### src/rtl/led_probe_pkg.sv
package led_probe_pkg;
    typedef enum logic [2:0] {
        ST_READY = 3'd0,
        ST_ACK   = 3'd1,
        ST_CHAN  = 3'd2,
        ST_DEAD  = 3'd3,
        ST_FIELD = 3'd4
    } probe_state_e;
endpackage

### src/rtl/probe_sync.sv
module probe_sync #(
    parameter int STAGES = 2
) (
    input  logic clk,
    input  logic rst_n,
    input  logic pin,
    output logic level,
    output logic rise
);
    logic [STAGES-1:0] sh;
    logic              prev;

    generate
        for (genvar g = 0; g < STAGES; g++) begin : g_stage
            if (g == 0) begin : g_first
                always_ff @(posedge clk or negedge rst_n) begin
                    if (!rst_n) sh[0] <= 1'b0;
                    else        sh[0] <= pin;
                end
            end else begin : g_next
                always_ff @(posedge clk or negedge rst_n) begin
                    if (!rst_n) sh[g] <= 1'b0;
                    else        sh[g] <= sh[g-1];
                end
            end
        end
    endgenerate

    always_ff @(posedge clk or negedge rst_n) begin
        if (!rst_n) prev <= 1'b0;
        else        prev <= sh[STAGES-1];
    end

    assign level = sh[STAGES-1];
    assign rise  = sh[STAGES-1] & ~prev;

    assert_rise_single_R4: assert property (@(posedge clk) disable iff (!rst_n)
        rise |=> !rise);
endmodule

### src/rtl/field_store.sv
module field_store #(
    parameter int NCH = 5,
    parameter int IW  = 3
) (
    input  logic           clk,
    input  logic           rst_n,
    input  logic           clr,
    input  logic           cap,
    input  logic [IW-1:0]  cap_idx,
    input  logic           cap_val,
    input  logic           fin,
    output logic [NCH-1:0] pass,
    output logic           done
);
    generate
        for (genvar g = 0; g < NCH; g++) begin : g_bit
            always_ff @(posedge clk or negedge rst_n) begin
                if (!rst_n)                             pass[g] <= 1'b0;
                else if (clr)                           pass[g] <= 1'b0;
                else if (cap && cap_idx == IW'(g))      pass[g] <= cap_val;
            end
        end
    endgenerate

    always_ff @(posedge clk or negedge rst_n) begin
        if (!rst_n)   done <= 1'b0;
        else if (clr) done <= 1'b0;
        else if (fin) done <= 1'b1;
    end

    assert_clear_R6: assert property (@(posedge clk) disable iff (!rst_n)
        clr |=> (!done && pass == '0));
    assert_done_set_R8: assert property (@(posedge clk) disable iff (!rst_n)
        (fin && !clr) |=> done);
endmodule

### src/rtl/led_open_probe.sv
module led_open_probe
    import led_probe_pkg::*;
#(
    parameter int         NCH        = 5,
    parameter int         AW         = 8,
    parameter int         DW         = 8,
    parameter int         SYNC_STG   = 2,
    parameter logic [7:0] REG_ADDR   = 8'h0C,
    parameter logic [7:0] START_CODE = 8'h01
) (
    input  logic           clk,
    input  logic           rst_n,
    input  logic           tst_in,
    input  logic           self_ok,
    input  logic [NCH-1:0] led_ok,
    input  logic           mode_active,
    input  logic           mode_boost,
    input  logic           scl_tick,
    input  logic           reg_wr,
    input  logic           reg_rd,
    input  logic [AW-1:0]  reg_addr,
    input  logic [DW-1:0]  reg_wdata,
    output logic [DW-1:0]  reg_rdata,
    output logic           tst_out
);
    localparam int          IW   = (NCH > 1) ? $clog2(NCH) : 1;
    localparam logic [IW-1:0] LAST = IW'(NCH - 1);

    probe_state_e  state, state_nx;
    logic [IW-1:0] ch_idx;
    logic          t1_lvl, t1_rise;
    logic          start_ok, res_bit;
    logic          f_clr, f_cap, f_fin;
    logic [NCH-1:0] f_pass;
    logic          f_done;

    probe_sync #(.STAGES(SYNC_STG)) u_sync (
        .clk   (clk),
        .rst_n (rst_n),
        .pin   (tst_in),
        .level (t1_lvl),
        .rise  (t1_rise)
    );

    assign start_ok = reg_wr && (reg_addr == AW'(REG_ADDR)) &&
                      (reg_wdata == DW'(START_CODE)) &&
                      mode_active && mode_boost && !t1_rise;

    // next-state process
    always_comb begin
        state_nx = state;
        unique case (state)
            ST_READY: begin
                if (t1_rise)       state_nx = self_ok ? ST_ACK : ST_DEAD;
                else if (start_ok) state_nx = ST_FIELD;
            end
            ST_ACK:   if (t1_rise) state_nx = ST_CHAN;
            ST_CHAN:  if (t1_rise && ch_idx == LAST) state_nx = ST_READY;
            ST_DEAD:  state_nx = ST_DEAD;
            ST_FIELD: if (scl_tick && ch_idx == LAST) state_nx = ST_READY;
            default:  state_nx = ST_READY;
        endcase
    end

    // state register and channel pointer
    always_ff @(posedge clk or negedge rst_n) begin
        if (!rst_n) begin
            state  <= ST_READY;
            ch_idx <= '0;
        end else begin
            state <= state_nx;
            unique case (state)
                ST_READY: if (start_ok && !t1_rise) ch_idx <= '0;
                ST_ACK:   if (t1_rise) ch_idx <= '0;
                ST_CHAN:  if (t1_rise && ch_idx != LAST) ch_idx <= ch_idx + 1'b1;
                ST_FIELD: if (scl_tick && ch_idx != LAST) ch_idx <= ch_idx + 1'b1;
                default:  ch_idx <= ch_idx;
            endcase
        end
    end

    // output process
    always_comb begin
        res_bit = 1'b0;
        f_clr   = 1'b0;
        f_cap   = 1'b0;
        f_fin   = 1'b0;
        unique case (state)
            ST_READY: f_clr = start_ok;
            ST_ACK:   res_bit = 1'b1;
            ST_CHAN:  res_bit = led_ok[ch_idx];
            ST_FIELD: begin
                f_cap = scl_tick;
                f_fin = scl_tick && (ch_idx == LAST);
            end
            default:  res_bit = 1'b0;
        endcase
        tst_out = t1_lvl & res_bit;
    end

    field_store #(.NCH(NCH), .IW(IW)) u_store (
        .clk     (clk),
        .rst_n   (rst_n),
        .clr     (f_clr),
        .cap     (f_cap),
        .cap_idx (ch_idx),
        .cap_val (led_ok[ch_idx]),
        .fin     (f_fin),
        .pass    (f_pass),
        .done    (f_done)
    );

    always_comb begin
        reg_rdata = '0;
        if (reg_rd && reg_addr == AW'(REG_ADDR)) begin
            reg_rdata[NCH-1:0] = f_pass;
            reg_rdata[DW-1]    = f_done;
        end
    end

    assert_t2_quiet_R1: assert property (@(posedge clk) disable iff (!rst_n)
        (!tst_in && $past(!tst_in) && $past(!tst_in, 2)) |-> !tst_out);
    assert_dead_dark_R3: assert property (@(posedge clk) disable iff (!rst_n)
        (state == ST_DEAD) |-> !tst_out);
    assert_dead_hold_R3: assert property (@(posedge clk) disable iff (!rst_n)
        (state == ST_DEAD) |=> (state == ST_DEAD));
    assert_idx_range_R4: assert property (@(posedge clk) disable iff (!rst_n)
        ch_idx <= LAST);
    assert_end_ready_R5: assert property (@(posedge clk) disable iff (!rst_n)
        ($past(state) == ST_CHAN && state != ST_CHAN) |-> (state == ST_READY));
    assert_field_gate_R6: assert property (@(posedge clk) disable iff (!rst_n)
        $rose(state == ST_FIELD) |-> $past(mode_active && mode_boost && reg_wr));
    assert_pin_wins_R10: assert property (@(posedge clk) disable iff (!rst_n)
        (state == ST_READY && t1_rise) |=> (state != ST_FIELD));
    assert_field_quiet_R11: assert property (@(posedge clk) disable iff (!rst_n)
        (state == ST_FIELD) |-> !tst_out);
endmodule

### config.mk
export PLATFORM = sky130hd
export DESIGN_NAME = led_open_probe
export DESIGN_NICKNAME = d
export VERILOG_FILES = /design/src/rtl/led_probe_pkg.sv /design/src/rtl/probe_sync.sv /design/src/rtl/field_store.sv /design/src/rtl/led_open_probe.sv
export SDC_FILE = /design/constraint.sdc
export NUM_CORES = 1
export LEC_CHECK = 0
export ABC_CLOCK_PERIOD_IN_PS = 2200
export CORE_MARGIN = 4
export CORE_UTILIZATION = 43
export CTS_CLUSTER_SIZE = 10
export DETAILED_ROUTE_END_ITERATION = 16
export PLACE_DENSITY_LB_ADDON = 0.1
export SETUP_SLACK_MARGIN = 0.05
export SYNTH_ARGS = -nofsm -noshare
export SYNTH_HDL_FRONTEND = slang
export SYNTH_HIERARCHICAL = 1
export SYNTH_SLANG_ARGS = --single-unit
### constraint.sdc
create_clock -name clk -period 2.2 [get_ports clk]
set_clock_uncertainty 0.1 [all_clocks]
set_input_delay 0.44 -clock clk [delete_from_list [all_inputs] [get_ports clk]]
set_output_delay 0.44 -clock clk [all_outputs]
set_load 0.01 [all_outputs]
Word level (Yosys, flattened, before mapping):

Cells that the tools add are included.

* output and inout bits: 9
* bits in registers: 15
* word-level logic and storage cells: 94
* bits of input ports: 30

* muxes and demuxes: 32
* $add $sub $neg: 1
* equal/unequal tests: 18
* bitwise operators: 3
* $lt $le $gt $ge: 1
* reductions and logical operators: 28

Operators with widths (count)
* two-way mux 3 bit: 9
* two-way mux 1 bit: 17
* logical AND 1 bit: 16
* case mux 3 bit (5 select lines): 1
* equality test 3 x 2 -> 1 bit, second input constant: 4
* != test 2 bit, second input constant: 6
* case mux 3 bit (4 select lines): 1
* nonzero test 2 bit: 6
* equality test 8 x 1 -> 1 bit, second input constant: 1
* equality test 8 x 4 -> 1 bit, second input constant: 1
* equality test 3 x 1 -> 1 bit, second input constant: 2
* equality test 3 bit, second input constant: 2
* logical NOT 3 bit: 2
* != test 3 bit, second input constant: 2
* two-way mux 5 bit: 1
* AND reduction 5 bit: 1
* < comparator 3 x 4 -> 1 bit, second input constant: 1
* AND reduction 4 bit: 1
* nonzero test 4 bit: 1
* adder 3 x 1 -> 3 bit, second input constant: 1
* binary-select mux 1 bit (select 3 bit): 1
* AND 1 bit: 2
* two-way mux 2 bit: 1
* case mux 1 bit (2 select lines): 1
* other kinds (2): 2

Logic depth before layout (Yosys ltp):

Gate-level depths: netlist of run 1.

* word-level depth: 9
* mapped depth: 7
* depth with buffers taken out: 7

Modules after synthesis:

The synthesis of run 1 kept the hierarchy.

By module, submodules not included
* led_open_probe: seq. area each 150.1 µm², area an instance 590.6 µm², cells each 71, instances 1
* field_store: seq. area each 150.1 µm², area an instance 306.5 µm², cells each 24, instances 1
* probe_sync: seq. area each 75.1 µm², area an instance 88.8 µm², cells each 4, instances 1

Worst setup path after synthesis of run 1:

No wires, ideal clock.

* kind: input to register
* start: in reg_wdata[1]
* end: reg u_store.pass[0]
* path slack: -0.186 ns
* cell stages on the path: 6
* buffers on the path: 0
* setup time: 0.130 ns
* data arrival time: 2.156 ns
* data required time: 1.970 ns
* cells stage by stage: or4b_4 > or4_2 > nor2_1 > and2_1 > nand2b_1 > mux2i_1

* cells in the longest elaborated chain, start to end: 7
* elaborated cells on any way between the ends: 8
* those cells by class: eq/ne (1); mux (2); reduce/logical (5)

RTL lines
* from (decl): line led_open_probe.sv:22 `input logic [DW-1:0] reg_wdata,`
* equality test 8 x 1 -> 1 bit (*): line led_open_probe.sv:46 `(reg_wdata == DW'(START_CODE)) &&`
* logical AND 1 bit (*): line led_open_probe.sv:45 `assign start_ok = reg_wr && (reg_addr == AW'(REG_ADDR)) &&`
* logical AND 1 bit (*): line led_open_probe.sv:46
* logical AND 1 bit (*) (2 in a row): line led_open_probe.sv:47 `mode_active && mode_boost && !t1_rise;`
* two-way mux 1 bit (*): line led_open_probe.sv:88 `unique case (state)`
* named net f_clr: line led_open_probe.sv:33 `logic f_clr, f_cap, f_fin;`
* two-way mux 1 bit / nonzero test 2 bit (equally long branches)
* to (signal, indexed assignment): line field_store.sv:20 `else if (cap && cap_idx == IW'(g)) pass[g] <= cap_val;`
* to (decl): line field_store.sv:12 `output logic [NCH-1:0] pass,`

The timed path passes the listed nets; every way through them passes the cells marked *.
A chain may end at the register's enable or synchronous reset.

Final worst setup path of run 1:

* start: reg ch_idx[0]
* end: out tst_out

* cells in the longest elaborated chain, start to end: 4

RTL lines
* from (decl): line led_open_probe.sv:30 `logic [IW-1:0] ch_idx;`
* from (signal assigned): line led_open_probe.sv:75 `ST_CHAN: if (t1_rise && ch_idx != LAST) ch_idx <= ch_idx + 1'b1;`
* from (signal assigned): line led_open_probe.sv:76 `ST_FIELD: if (scl_tick && ch_idx != LAST) ch_idx <= ch_idx + 1'b1;`
* from (signal assigned): line led_open_probe.sv:77 `default: ch_idx <= ch_idx;`
* binary-select mux 1 bit (select 3 bit): line led_open_probe.sv:91 `ST_CHAN: res_bit = led_ok[ch_idx];`
* two-way mux 1 bit (implied by the code): line led_open_probe.sv:91
* case mux 1 bit (2 select lines): line led_open_probe.sv:88
* AND 1 bit: line led_open_probe.sv:98 `tst_out = t1_lvl & res_bit;`
* to (decl): line led_open_probe.sv:24 `output logic tst_out`

Every way passes these cells. The select of a mux whose other input is x is not followed.

==> flow_metrics.tcl, run 1 <==
set metrics [dict create \
    hold_path_class "reg2reg" \
    area.growth.synth_to_final_pct 55.1 \
    end_kind "output port" \
    insertion_delay_ps 290 \
    power_density_mw_per_mm2 649 \
    drc 0 \
    post-route-util_pct 69.8 \
    synth_area_per_cell_um2 9.96 \
    cts_tree "done" \
    yosysWarningCount 6 \
    crit_required_ps 1660 \
    rrSetupSlack_ps 60 \
    path_class "reg2out" \
    synthMuxAreaShare_pct 8.38 \
    crit_arrival_ps 1880 \
    portBuffers 36 \
    antenna_found_initial 0 \
    coreArea_mm2 0.00219 \
    overflow 0 \
    hold_buffers 0 \
    grt_max_degree 16 \
    yosysTopAreaCellShare_pct 38.1 \
    n_fill_cell 167 \
    die-area_mm2 0.00312 \
    dp.cells 168 \
    final.period_utilization_pct 110 \
    synth.cell_area_um2 986 \
    status "finished, violations left" \
    min_period_ps 2420 \
    cts_sinks 15 \
    worstRegToRegCells 9 \
    drt_iter0_drc 12 \
    setup_viol 1 \
    antenna_left 0 \
    cts_root_buffer "clkbuf_4" \
    hpwl_um 1990 \
    clk_pin_slew_ps 90 \
    fin_ws_ps -219 \
    start_kind "flip-flop" \
    synth-simple-area-share_pct 35.7 \
    synthCells 99 \
    min_from "u_sync/sh[0]" \
    htreeDepth 1 \
    crit_path_max_fanout 2 \
    route.final.wire_length_um 2560 \
    place_ws_ps -681 \
    vias 909 \
    io_pins 39 \
    synth-compound-area-share_pct 9.90 \
    violations "negative setup slack" \
    ys_ff_latch 15 \
    synth_fa_ha_area_share_pct 2.54 \
    dr.pass1.iters 4 \
    track_usage_pct 17.4 \
    gpl.final_weighted_congestion 0.732 \
    grt_pass1_wl_um 4330 \
    r2r-start "ch_idx[1]" \
    ys_top_cells_by_area "dfrtp_1 (38%), mux2i_1 (6.1%), nand2b_1 (5.1%)" \
    seq_area_frac_synth_pct 38.1 \
    synth_cell_types 39 \
    maxCapViolations 0 \
    p_leak_nw 0.732 \
    rsz0062_at_grt "true" \
    irDropWorstVdd_v 0.000591 \
    tightest_slew_ps 655 \
    hold-path-endpoint "u_sync/level" \
    start_util_pct 45.0 \
    avgViaCountPerCell 5.05 \
    clock.fmax_mhz 413 \
    diodes 0 \
    die_w_um 55.9 \
    numCtsBuffers 3 \
    hold_path_depth 0 \
    drive_above_1_share_pct 29.6 \
    nNetsFinal 185 \
    rows 17 \
    hold_viol_final 0 \
    clockBufferDepth 2 \
    wl_per_cell_um 14.2 \
    grt_pass1_vias 941 \
    synth_top_family_by_area "simple AND/OR/NAND/NOR gates" \
    finalMaxSlewViolations 0 \
    r2r_end "ch_idx[1]" \
    synth_top_area_cell "dfrtp_1" \
    die_h_um 55.9 \
    synthXorXnorAreaFrac_pct 0.888 \
    stdcell_count 180 \
    slew_headroom_pct 56.2 \
]
==> critical path, cell delays in order, from the launching register on <==
cell and delay [ps]:
dfrtp_1 390, mux4_2 490, nor2b_1 140, a41o_1 230
a21oi_2 140, nor3b_1 60, buf_2 150
==> state kept, by name (all words and copies together) (netlist names) <==
register      count
u_store/pass      5
ch_idx            3
state             3
u_store/done      1
u_sync/level      1
u_sync/prev       1
u_sync/sh         1
==> synthesized netlist by cell type, drive strengths merged <==
cell type   n
dfrtp      15
nand2b      8
and2        7
nor2        7
mux2i       6
nor2b       6
inv         5
a21oi       3
and4bb      3
nand4       3
nor3        3
a21o        2
buf         2
clkbuf      2
ha          2
nand2       2
or3         2
or4         2
or4b        2
a211oi      1
a221o       1
a2bb2oi     1
a41o        1
and3        1
conb        1
mux4        1
nand3b      1
nand4b      1
nor3b       1
nor4        1
nor4b       1
o211a       1
o21ai       1
o21bai      1
o2bb2ai     1
xor2        1
==> per-stage QoR <==
stage | hold WS, ps | total power [mW] | setup TNS [ps] | instance area [um2]
final | 265 | 0.992 | -219 | 1530
after global routing | 284 | 1.07 | -466 | 1530
after CTS | 269 | 0.984 | -237 | 1500
after detailed placement | 249 | 0.835 | -9220 | 1440
after global placement | 235 | 0.813 | -8600 | 1440
after floorplan | 44.4 | 0.640 | 0 | 1010
==> layout make-up <==
type / instances / area, um2 / share of cell area [%]
Multi-Input combinational cell: 76 / 621 / 40.6
Sequential cell: 15 / 375 / 24.5
Timing Repair Buffer: 52 / 452 / 29.5
Inverter: 5 / 18.8 / 1.23
Tap cell: 28 / 35.0 / 2.29
Clock inverter: 1 / 5.00 / 0.327
Clock buffer: 3 / 22.5 / 1.47
==> report_power, final <==
part / switching, mW / internal [mW] / total, mW
Sequential: 0.0437 / 0.313 / 0.357
Combinational: 0.235 / 0.244 / 0.479
Clock: 0.0877 / 0.0676 / 0.155
==> placed cells by master, fill, tap and decap left out, drive strengths merged, types with 2 or more instances in the layout <==
cell type / synthesis / routed
a21o: 2 / 2
a21oi: 3 / 3
and2: 7 / 7
and4bb: 3 / 3
buf: 2 / 25
clkbuf: 2 / 3
clkdlybuf4s15: 0 / 7
clkdlybuf4s50: 0 / 9
conb: 1 / 2
dfrtp: 15 / 15
dlygate4sd2: 0 / 10
ha: 2 / 2
inv: 5 / 5
mux2i: 6 / 6
nand2: 2 / 2
nand2b: 8 / 8
nand4: 3 / 3
nor2: 7 / 7
nor2b: 6 / 6
nor3: 3 / 3
or3: 2 / 2
or4: 2 / 2
or4b: 2 / 2
==> metal layers <==
metal	up-vias	part of all wire, %	GRT usage [%]
met2	22	55	32.6
li1	460	-	-
met5	-	0	0
met3	4	4.2	4.64
met4	0	0.98	3.05
met1	423	40	20.0
==> worst max path at each step <==
| stage | start | end | slack, ps |
|---|---|---|---|
| 2_1_floorplan | reg_wdata[2] | u_store/pass[0] | 20 |
| 3_3_place_gp | led_ok[3] | tst_out | -670 |
| 3_5_place_dp | led_ok[3] | tst_out | -680 |
| 4_1_cts | ch_idx[0] | tst_out | -240 |
| 5_1_grt | ch_idx[0] | tst_out | -340 |
| 6_report | ch_idx[0] | tst_out | -220 |
==> timing repair <==
action,CTS,global route
setup buffers,7,2
pin swaps,15,5
resized for setup,65,5
endpoints found under the setup margin,17,15
==> cell families (layout without fill, tap and decap cells) <==
kind of cell,count (synthesis),after routing
compound gates,13,13
xor+xnor,1,1
fa+ha+maj,2,2
buf+inv,9,61
flops,15,15
mux,7,7
other cells,1,2
simple gates,51,51
No activity file was read; power rests on OpenSTA's default activity.
==> run 2, diff against run 1 <==
- GPL_ROUTABILITY_DRIVEN: not set -> 0
==> results of run 2 <==
Same layout as run 1: the final DEF is identical, and so are final timing and power.
